<file path="config.mk">
export PLATFORM = sky130hd
export DESIGN_NAME = osf_top
export DESIGN_NICKNAME = d
export VERILOG_FILES = /design/src/rtl/osf_pkg.sv /design/src/rtl/osf_ratio_dec.sv /design/src/rtl/osf_counter.sv /design/src/rtl/osf_accum.sv /design/src/rtl/osf_top.sv
export SDC_FILE = /design/constraint.sdc
export NUM_CORES = 1
export LEC_CHECK = 0
export ABC_AREA = 1
export BUFFER_PORTS_ARGS = -buffer_cell sky130_fd_sc_hd__buf_2
export CORE_MARGIN = 2
export CORE_UTILIZATION = 50
export DETAILED_ROUTE_END_ITERATION = 10
export HOLD_SLACK_MARGIN = 0.02
export PLACE_DENSITY = 0.72
export SYNTH_ARGS = -nofsm -noshare
export SYNTH_HDL_FRONTEND = slang
export SYNTH_SLANG_ARGS = --single-unit
</file>
<file path="constraint.sdc">
create_clock -name clk_i -period 2.2 [get_ports clk_i]
set_clock_uncertainty 0.15 [all_clocks]
set_input_delay 0.33 -clock clk_i [delete_from_list [all_inputs] [get_ports clk_i]]
set_output_delay 0.33 -clock clk_i [all_outputs]
set_load 0.1 [all_outputs]
</file>
<file path="src/rtl/osf_pkg.sv">
package osf_pkg;
  // clamp a ratio select to the largest supported extra-bit count
  function automatic int clamp_sel(input int sel, input int max_n);
    return (sel > max_n) ? max_n : sel;
  endfunction
endpackage

</file>
<file path="src/rtl/osf_ratio_dec.sv">
module osf_ratio_dec #(
  parameter int SEL_W = 3,
  parameter int MAX_N = 4,
  parameter int CNT_W = 2 * MAX_N,
  parameter int SH_W  = $clog2(MAX_N + 1)
) (
  input  logic [SEL_W-1:0] sel_i,
  output logic [CNT_W-1:0] last_o,
  output logic [SH_W-1:0]  shift_o
);
  logic [CNT_W-1:0] last_lut [MAX_N+1];

  for (genvar g = 0; g <= MAX_N; g++) begin : g_lut
    assign last_lut[g] = CNT_W'((64'd1 << (2 * g)) - 64'd1);
  end

  always_comb begin
    int n;
    n       = osf_pkg::clamp_sel(int'(sel_i), MAX_N);
    last_o  = last_lut[n];
    shift_o = SH_W'(n);
  end
endmodule

</file>
<file path="src/rtl/osf_counter.sv">
module osf_counter #(
  parameter int CNT_W = 8
) (
  input  logic             clk_i,
  input  logic             rst_ni,
  input  logic             clr_i,
  input  logic             take_i,
  input  logic [CNT_W-1:0] last_i,
  output logic             wrap_o
);
  logic [CNT_W-1:0] cnt_q;

  // >= so a ratio lowered mid-window still closes it
  assign wrap_o = take_i && (cnt_q >= last_i);

  always_ff @(posedge clk_i or negedge rst_ni) begin
    if (!rst_ni)      cnt_q <= '0;
    else if (clr_i)   cnt_q <= '0;
    else if (wrap_o)  cnt_q <= '0;
    else if (take_i)  cnt_q <= cnt_q + 1'b1;
  end


  cnt_step_chk: assert property (@(posedge clk_i) disable iff (!rst_ni)
    (take_i && !wrap_o) |=> (cnt_q == $past(cnt_q) + 1'b1));


  cnt_clr_chk: assert property (@(posedge clk_i) disable iff (!rst_ni)
    clr_i |=> (cnt_q == '0));
endmodule

</file>
<file path="src/rtl/osf_accum.sv">
module osf_accum #(
  parameter int SMP_W = 12,
  parameter int ACC_W = 20
) (
  input  logic             clk_i,
  input  logic             rst_ni,
  input  logic             clr_i,
  input  logic             take_i,
  input  logic             wrap_i,
  input  logic             bipolar_i,
  input  logic [SMP_W-1:0] smp_i,
  output logic [ACC_W-1:0] total_o
);
  logic [ACC_W-1:0] acc_q;
  logic [ACC_W-1:0] smp_ext;

  assign smp_ext = bipolar_i ? ACC_W'($signed(smp_i)) : ACC_W'(smp_i);
  assign total_o = acc_q + smp_ext;

  always_ff @(posedge clk_i or negedge rst_ni) begin
    if (!rst_ni)      acc_q <= '0;
    else if (clr_i)   acc_q <= '0;
    else if (wrap_i)  acc_q <= '0;
    else if (take_i)  acc_q <= total_o;
  end


  acc_hold_chk: assert property (@(posedge clk_i) disable iff (!rst_ni)
    (!take_i && !clr_i) |=> $stable(acc_q));


  acc_restart_chk: assert property (@(posedge clk_i) disable iff (!rst_ni)
    wrap_i |=> (acc_q == '0));
endmodule

</file>
<file path="src/rtl/osf_top.sv">
module osf_top #(
  parameter int SMP_W = 12,
  parameter int ACC_W = 20,
  parameter int MAX_N = 4,
  parameter int SEL_W = 3
) (
  input  logic                   clk_i,
  input  logic                   rst_ni,
  input  logic                   en_i,
  input  logic                   clr_i,
  input  logic                   bipolar_i,
  input  logic [SEL_W-1:0]       ratio_sel_i,
  input  logic                   smp_vld_i,
  input  logic [SMP_W-1:0]       smp_i,
  input  logic                   src_temp_i,
  output logic [ACC_W-1:0]       sum_o,
  output logic [SMP_W+MAX_N-1:0] ext_o,
  output logic                   done_o
);
  localparam int CNT_W = 2 * MAX_N;
  localparam int SH_W  = $clog2(MAX_N + 1);
  localparam int EXT_W = SMP_W + MAX_N;

  logic             take;
  logic             wrap;
  logic [CNT_W-1:0] last;
  logic [SH_W-1:0]  shift;
  logic [ACC_W-1:0] total;
  logic [ACC_W-1:0] shifted;

  assign take = smp_vld_i && en_i && !src_temp_i && !clr_i;

  osf_ratio_dec #(.SEL_W(SEL_W), .MAX_N(MAX_N), .CNT_W(CNT_W), .SH_W(SH_W)) u_dec (
    .sel_i   (ratio_sel_i),
    .last_o  (last),
    .shift_o (shift)
  );

  osf_counter #(.CNT_W(CNT_W)) u_cnt (
    .clk_i  (clk_i),
    .rst_ni (rst_ni),
    .clr_i  (clr_i),
    .take_i (take),
    .last_i (last),
    .wrap_o (wrap)
  );

  osf_accum #(.SMP_W(SMP_W), .ACC_W(ACC_W)) u_acc (
    .clk_i     (clk_i),
    .rst_ni    (rst_ni),
    .clr_i     (clr_i),
    .take_i    (take),
    .wrap_i    (wrap),
    .bipolar_i (bipolar_i),
    .smp_i     (smp_i),
    .total_o   (total)
  );

  assign shifted = bipolar_i ? ACC_W'($signed(total) >>> shift) : (total >> shift);

  always_ff @(posedge clk_i or negedge rst_ni) begin
    if (!rst_ni) begin
      sum_o  <= '0;
      ext_o  <= '0;
      done_o <= 1'b0;
    end else begin
      done_o <= wrap;
      if (wrap) begin
        sum_o <= total;
        ext_o <= shifted[EXT_W-1:0];
      end
    end
  end


  done_src_chk: assert property (@(posedge clk_i) disable iff (!rst_ni)
    done_o |-> $past(take));


  clr_quiet_chk: assert property (@(posedge clk_i) disable iff (!rst_ni)
    clr_i |=> (!done_o && $stable(sum_o) && $stable(ext_o)));


  temp_nodone_chk: assert property (@(posedge clk_i) disable iff (!rst_ni)
    (smp_vld_i && src_temp_i) |=> !done_o);
endmodule

</file>
==> results of run 1 <==
-- path summary, 6_finish.rpt --
check,cells after the start,to,slack [ps],from
max,11,ext_o[6],-110,u_acc.acc_q[9]
min,4,sum_o[0],280,smp_i[0]
max reg2reg,11,ext_o[6],-110,u_acc.acc_q[9]
min reg2reg,2,sum_o[6],330,sum_o[6]
max in group asynchronous,3,ext_o[7],1230,rst_ni
min in group asynchronous,3,u_acc.acc_q[2],350,rst_ni
-- cell usage in the layout (no fill, tap or decap), types with 9 or more instances in the layout --
master / Yosys / routed
o21ai_0: 36 / 22
buf_4: 4 / 97
nand3_1: 81 / 52
nand2_2: 23 / 52
nand3_2: 8 / 31
nor2_4: 4 / 10
o21ai_2: 0 / 11
dfrtp_1: 65 / 65
nand2_4: 4 / 14
nand2_1: 226 / 187
inv_1: 72 / 69
nor2_1: 34 / 28
clkbuf_8: 0 / 9
o21ai_1: 11 / 14
buf_2: 5 / 58
ha_4: 0 / 11
a21oi_1: 15 / 11
-- stage by stage --
step	setup TNS, ps	instances	power [W]	hold WS, ps
6_report	-954.0	979	0.003142	276.1
5_1_grt	-3954	979	0.003270	257.6
4_1_cts	-152.0	962	0.002989	277.4
3_5_place_dp	-4928	941	0.002019	225.7
3_3_place_gp	-3169	941	0.002009	224.3
2_1_floorplan	0	686	0.001695	-115.6
-- critical path, cell delays in order, from the launching register on --
cell and delay [ps]:
dfrtp_1 420, ha_4 250, nand2_1 150, inv_1 60, a21oi_1 290, nand4_1 240, nand3_1 170, o21ai_2 80
buf_4 160, nor2_1 160, a21oi_1 60, nand2_1 70
-- Yosys cell counts, drive strengths merged --
cell type	count
a31oi	5
o21bai	2
o22ai	5
clkbuf	7
ha	19
xor2	6
a21oi	18
clkinv	1
nand4	8
nor3	4
a21boi	1
o21ai	47
xnor2	3
a21o	1
dfrtp	65
nand2	253
o21a	1
buf	12
o211ai	3
inv	80
and2	3
nor2	45
fa	1
or2	1
a22o	6
nand3	89
-- power groups by stage --
stage	registers (W)	logic, W	clock network (W)
floorplan	0.00133	0.000363	0
global placement	0.00126	0.000752	0
detailed placement	0.00126	0.000760	0
CTS	0.00124	0.000810	0.000942
global route	0.00124	0.00103	0.000999
finish	0.00124	0.000963	0.000939
-- what timing repair did --
| action | in CTS | in global routing |
|---|---|---|
| gates cloned | 0 | 1 |
| hold endpoints to repair | 65 | 0 |
| setup endpoints to repair | 27 | 43 |
| gates resized for setup | 32 | 132 |
| hold buffers | 1 | 0 |
| buffers inserted | 4 | 16 |
| pin swaps | 11 | 45 |
-- kinds of logic (layout without fill, tap and decap cells) --
logic type	count (synthesis)	after routing	synth area share
DFF	65	65	0.3417
buffers and inverters	100	264	0.09017
AOI/OAI and AO/OA	89	89	0.1083
adders and majority gates	20	20	0.05415
and+or+nand+nor	403	403	0.3891
xor gates and xnor gates	9	9	0.01656
-- per-layer routing --
metal / vias to the layer above / wire length [µm]
met1: 2583 / 6532
met3: 52 / 1129
met5: - / 0
met2: 252 / 8034
li1: 2543 / -
met4: 0 / 518
-- state kept, by name, indices dropped and copies added, names as in the netlist --
name and count:
done_o 1, ext_o 16, sum_o 20, u_acc.acc_q 20, u_cnt.cnt_q 8
-- final cells by class --
class / instances / area, µm²
clock buffers: 9 / 123.9
clock inverters: 7 / 46.29
fillers: 684 / 2417
inverters: 81 / 311.5
multi-input cells: 521 / 3374
flip-flops and latches: 65 / 1627
well taps: 129 / 161.4
repair buffers: 167 / 1179
==> impl_metrics.env, run 1 <==
export IMPL_status="complete, but fails checks"
export IMPL_violations="negative setup slack"
export IMPL_synth_area_leader_cell="dfrtp_1"
export IMPL_hpwl_um=11040
export IMPL_p_comb_frac=0.307
export IMPL_cp_arrival_ps=2450
export IMPL_synth_area_top_cells="dfrtp_1 34%, nand2_1 18%, nand3_1 8.5%"
export IMPL_ios=59
export IMPL_fin_crit_sh=1.050
export IMPL_clk_pin_slew_ps=80
export IMPL_setup_ws_ps=-110.8
export IMPL_netlist_area_um2=4760
export IMPL_rsz0062_at_grt="true"
export IMPL_worstSkewPairLatency_ps=360
export IMPL_cts_buffers=9
export IMPL_yosysSeqAreaShare=0.3417
export IMPL_fmax_ghz=0.4328
export IMPL_slew_headroom=0.5015
export IMPL_numClockSinks=65
export IMPL_grt_overflow=0
export IMPL_wl_per_cell_um=16.56
export IMPL_synth_top_cell_area_share=0.3417
export IMPL_dpl_worst_slack_ps=-252.4
export IMPL_tightest_slew_ps=746.9
export IMPL_worst_setup_path_end_kind="register"
export IMPL_crit_fanout=4
export IMPL_globalplace_congestion=0.9663
export IMPL_rows=35
export IMPL_syn2layout_area_growth_pct=43.35
export IMPL_drt_iter0_drc=345
export IMPL_ant_nets=0
export IMPL_peakVddDrop_uv=322.8
export IMPL_ys_types=41
export IMPL_drc=0
export IMPL_start_util=0.5151
export IMPL_final_nets=887
export IMPL_antenna_found_initial=0
export IMPL_p_leak_nw=3.676
export IMPL_yosysWarnings=0
export IMPL_finalSetupViolations=16
export IMPL_syn_nets=728
export IMPL_ctsLongestPathBuffers=2
export IMPL_wl_um=16220
export IMPL_p_sw_w=0.001142
export IMPL_dr_total_vias=5430
export IMPL_grt_usage=0.2987
export IMPL_num_antenna_cells=0
export IMPL_final_layout_size_suffix_gt1_frac=0.4224
export IMPL_power_frac_clock=0.299
export IMPL_swShare=0.3635
export IMPL_htreeDepth=3
export IMPL_syn_area_per_cell_um2=6.938
export IMPL_core_region_area_um2=9240
export IMPL_cp_data_required_time_ps=2340
export IMPL_fp_dieH_um=101.6
export IMPL_hp_class="input port to register"
export IMPL_powerDensity_nw_per_um2=460.4
export IMPL_maxCapViolCount=0
export IMPL_finish_instance_area_um2=6823
export IMPL_io_buffers=58
export IMPL_tritoncts="done"
export IMPL_critPathLaunchType="register"
export IMPL_dieArea_um2=10320
export IMPL_setup_worst_path_class="register to register"
export IMPL_grt_pass1_vias=5021
export IMPL_period_minus_slack_ps=2311
export IMPL_met3_usage=0.03382
export IMPL_vias_per_cell=5.546
export IMPL_grt_max_degree=66
export IMPL_grtUsageMet1=0.3884
export IMPL_dr_pass1_iters=5
export IMPL_p_int_w=0.001999
export IMPL_drv_slew=0
export IMPL_placed_area_um2=5792
export IMPL_dieWidth_um=101.6
export IMPL_synthCells=686
export IMPL_root_buffer="clkbuf_8"
export IMPL_grt_pass1_wl_um=23980
export IMPL_ys_seq_elements=65
export IMPL_busiest_layer="met2"
export IMPL_power_frac_seq=0.395
export IMPL_use_met2=0.5157
export IMPL_finalHoldViolCount=0
export IMPL_fin_util=0.7384
No activity file was read; power rests on OpenSTA's default activity.
==> inputs of run 2 (changes only) <==
CORE_MARGIN = unset   (was 2)
PLACE_DENSITY = 0.69   (was 0.72)
clock period = 2.9 ns   (was 2.2 ns; I/O delays follow)
==> run 2 against run 1 <==
Effect of this change:
- the flow now finishes without violations
- worst setup slack better by 460 ps
- hold slack got worse by 170 ps
- design area shrank 20%
- clock-buffer cell count up 1
- maximum frequency shrank 9.3%
- global-route usage down 0.42 points
- critical path type unchanged
- critical endpoint is now ext_o[3]
- highest routed layer unchanged
==> impl_metrics.env, run 2 (synthesis gave the netlist of run 1 again) <==
export IMPL_fill_cells=870
export IMPL_vias_per_cell=5.393
export IMPL_globalplace_congestion=0.9158
export IMPL_reg_largest_list="sum_o x20, u_acc.acc_q x20, ext_o x16"
export IMPL_grt_pass1_vias=4614
export IMPL_powerDensity_nw_per_um2=439.1
export IMPL_placed_area_um2=5186
export IMPL_hpwl_um=10300
export IMPL_core_region_area_um2=9240
export IMPL_htreeDepth=3
export IMPL_final_nets=791
export IMPL_critPathLaunchType="register"
export IMPL_path_cells="ha_1, inv_1, fa_1, inv_1, nand2_1, nand2_1, and2_1, nand2_1, nand2_1, nand2_1, nand2_1, nand2_1, o21ai_1, nor2_1, nor2_1, o21ai_0, nand2_1"
export IMPL_fin_crit_sh=0.8790
export IMPL_ant_nets=0
export IMPL_dieWidth_um=99.57
export IMPL_dr_pass1_iters=5
export IMPL_antenna_found_initial=0
export IMPL_grt_overflow=0
export IMPL_tightest_slew_ps=849.9
export IMPL_num_antenna_cells=0
export IMPL_cts_setup_buffers=0
export IMPL_numClockSinks=65
export IMPL_tns_ps=0
export IMPL_clk_pin_slew_ps=90
export IMPL_drt_iter0_drc=335
export IMPL_dr_total_vias=4762
export IMPL_slew_headroom=0.4334
export IMPL_drc=0
export IMPL_worst_setup_path_end_kind="register"
export IMPL_io_buffers=58
export IMPL_layout_common_cells="226 x nand2_1, 81 x nand3_1, 72 x inv_1"
export IMPL_hp_class="input port to asynchronous set/reset pin"
export IMPL_cpPeakStageDelay_ps=400
export IMPL_syn2layout_area_growth_pct=14.09
export IMPL_layout_commonest_cell="nand2_1"
export IMPL_final_layout_size_suffix_gt1_frac=0.1950
export IMPL_ios=59
export IMPL_reg2reg_depth=17
export IMPL_setup_worst_path_class="register to register"
export IMPL_dieArea_um2=9913
export IMPL_cpMaxStageDelayCell="fa_1"
export IMPL_maxCapViolCount=0
export IMPL_crit_fanout=4
export IMPL_cts_buffers=9
export IMPL_rows=35
export IMPL_crit_path_frequent_cell="nand2_1"
export IMPL_p_leak_nw=3.064
export IMPL_start_util=0.5151
export IMPL_finish_instance_area_um2=5430
export IMPL_finalSetupViolations=0
export IMPL_rsz0062_at_grt="false"
export IMPL_root_buffer="clkbuf_8"
export IMPL_drv_slew=0
export IMPL_period_minus_slack_ps=2549
export IMPL_finalHoldViolCount=0
export IMPL_worstSkewPairLatency_ps=350
export IMPL_grt_usage=0.2945
export IMPL_grt_max_degree=66
export IMPL_wl_per_cell_um=15.38
export IMPL_dpl_cell_count=867
export IMPL_fp_dieH_um=99.57
export IMPL_grt_pass1_wl_um=22690
export IMPL_dpl_worst_slack_ps=193.4
export IMPL_status="finished, final reports clean"
export IMPL_fmax_ghz=0.3923
export IMPL_cp_arrival_ps=2680
export IMPL_tritoncts="done"
export IMPL_total_power_w=0.002384
export IMPL_wl_um=13580
export IMPL_setup_ws_ps=351.0
export IMPL_cts_hold_buffers_added=0
export IMPL_ctsResizeCount=0
export IMPL_cp_data_required_time_ps=3030
export IMPL_ctsLongestPathBuffers=2
export IMPL_instances_no_fill=883
export IMPL_peakVddDrop_uv=303.7
## run 2: routing by layer
layer  wire length [µm]  track usage
met1               6206       0.3899
met2               6331       0.4893
met3                691      0.04427
met4                351       0.1086
met5                  0            0
## run 2: final cells by class
type	instances	area, µm²	area share
well taps	129	161.4	0.02972
repair buffers	71	387.9	0.07143
clock buffers	10	127.6	0.02350
multi-input cells	521	2704	0.4979
inverters	81	306.5	0.05645
clock inverters	6	116.4	0.02143
flip-flops and latches	65	1627	0.2995
## run 2: power breakdown
part           total [W]  internal (W)  switching [W]
sequential      0.000937      0.000924      0.0000130
clock           0.000973      0.000576       0.000397
combinational   0.000474      0.000128       0.000346
## run 2: path summary, 6_finish.rpt
kind	from	end	slack [ps]
max reg2reg	u_acc.acc_q[0]	ext_o[3]	350
max in group asynchronous	rst_ni	ext_o[0]	1920
min reg2reg	sum_o[6]	sum_o[6]	330
min in group clk_i	clr_i	u_cnt.cnt_q[3]	310
min	rst_ni	u_acc.acc_q[12]	100
max	u_acc.acc_q[0]	ext_o[3]	350
## run 2: worst max-delay path, delay by kind of cell, from the launching register on
family                     cells  cell delay, ps
AOI/OAI and AO/OA              2             270
adders and majority gates      2             610
DFF                            1             350
buffers and inverters          2             170
and+or+nand+nor               11             950
## run 2: through the flow
step,utilization,hold slack (ps)
2_1_floorplan,-,-10.59
3_3_place_gp,0.5613,309.4
3_5_place_dp,0.5613,309.9
4_1_cts,0.5877,154.8
5_1_grt,0.5877,209.7
6_report,0.5877,102.5
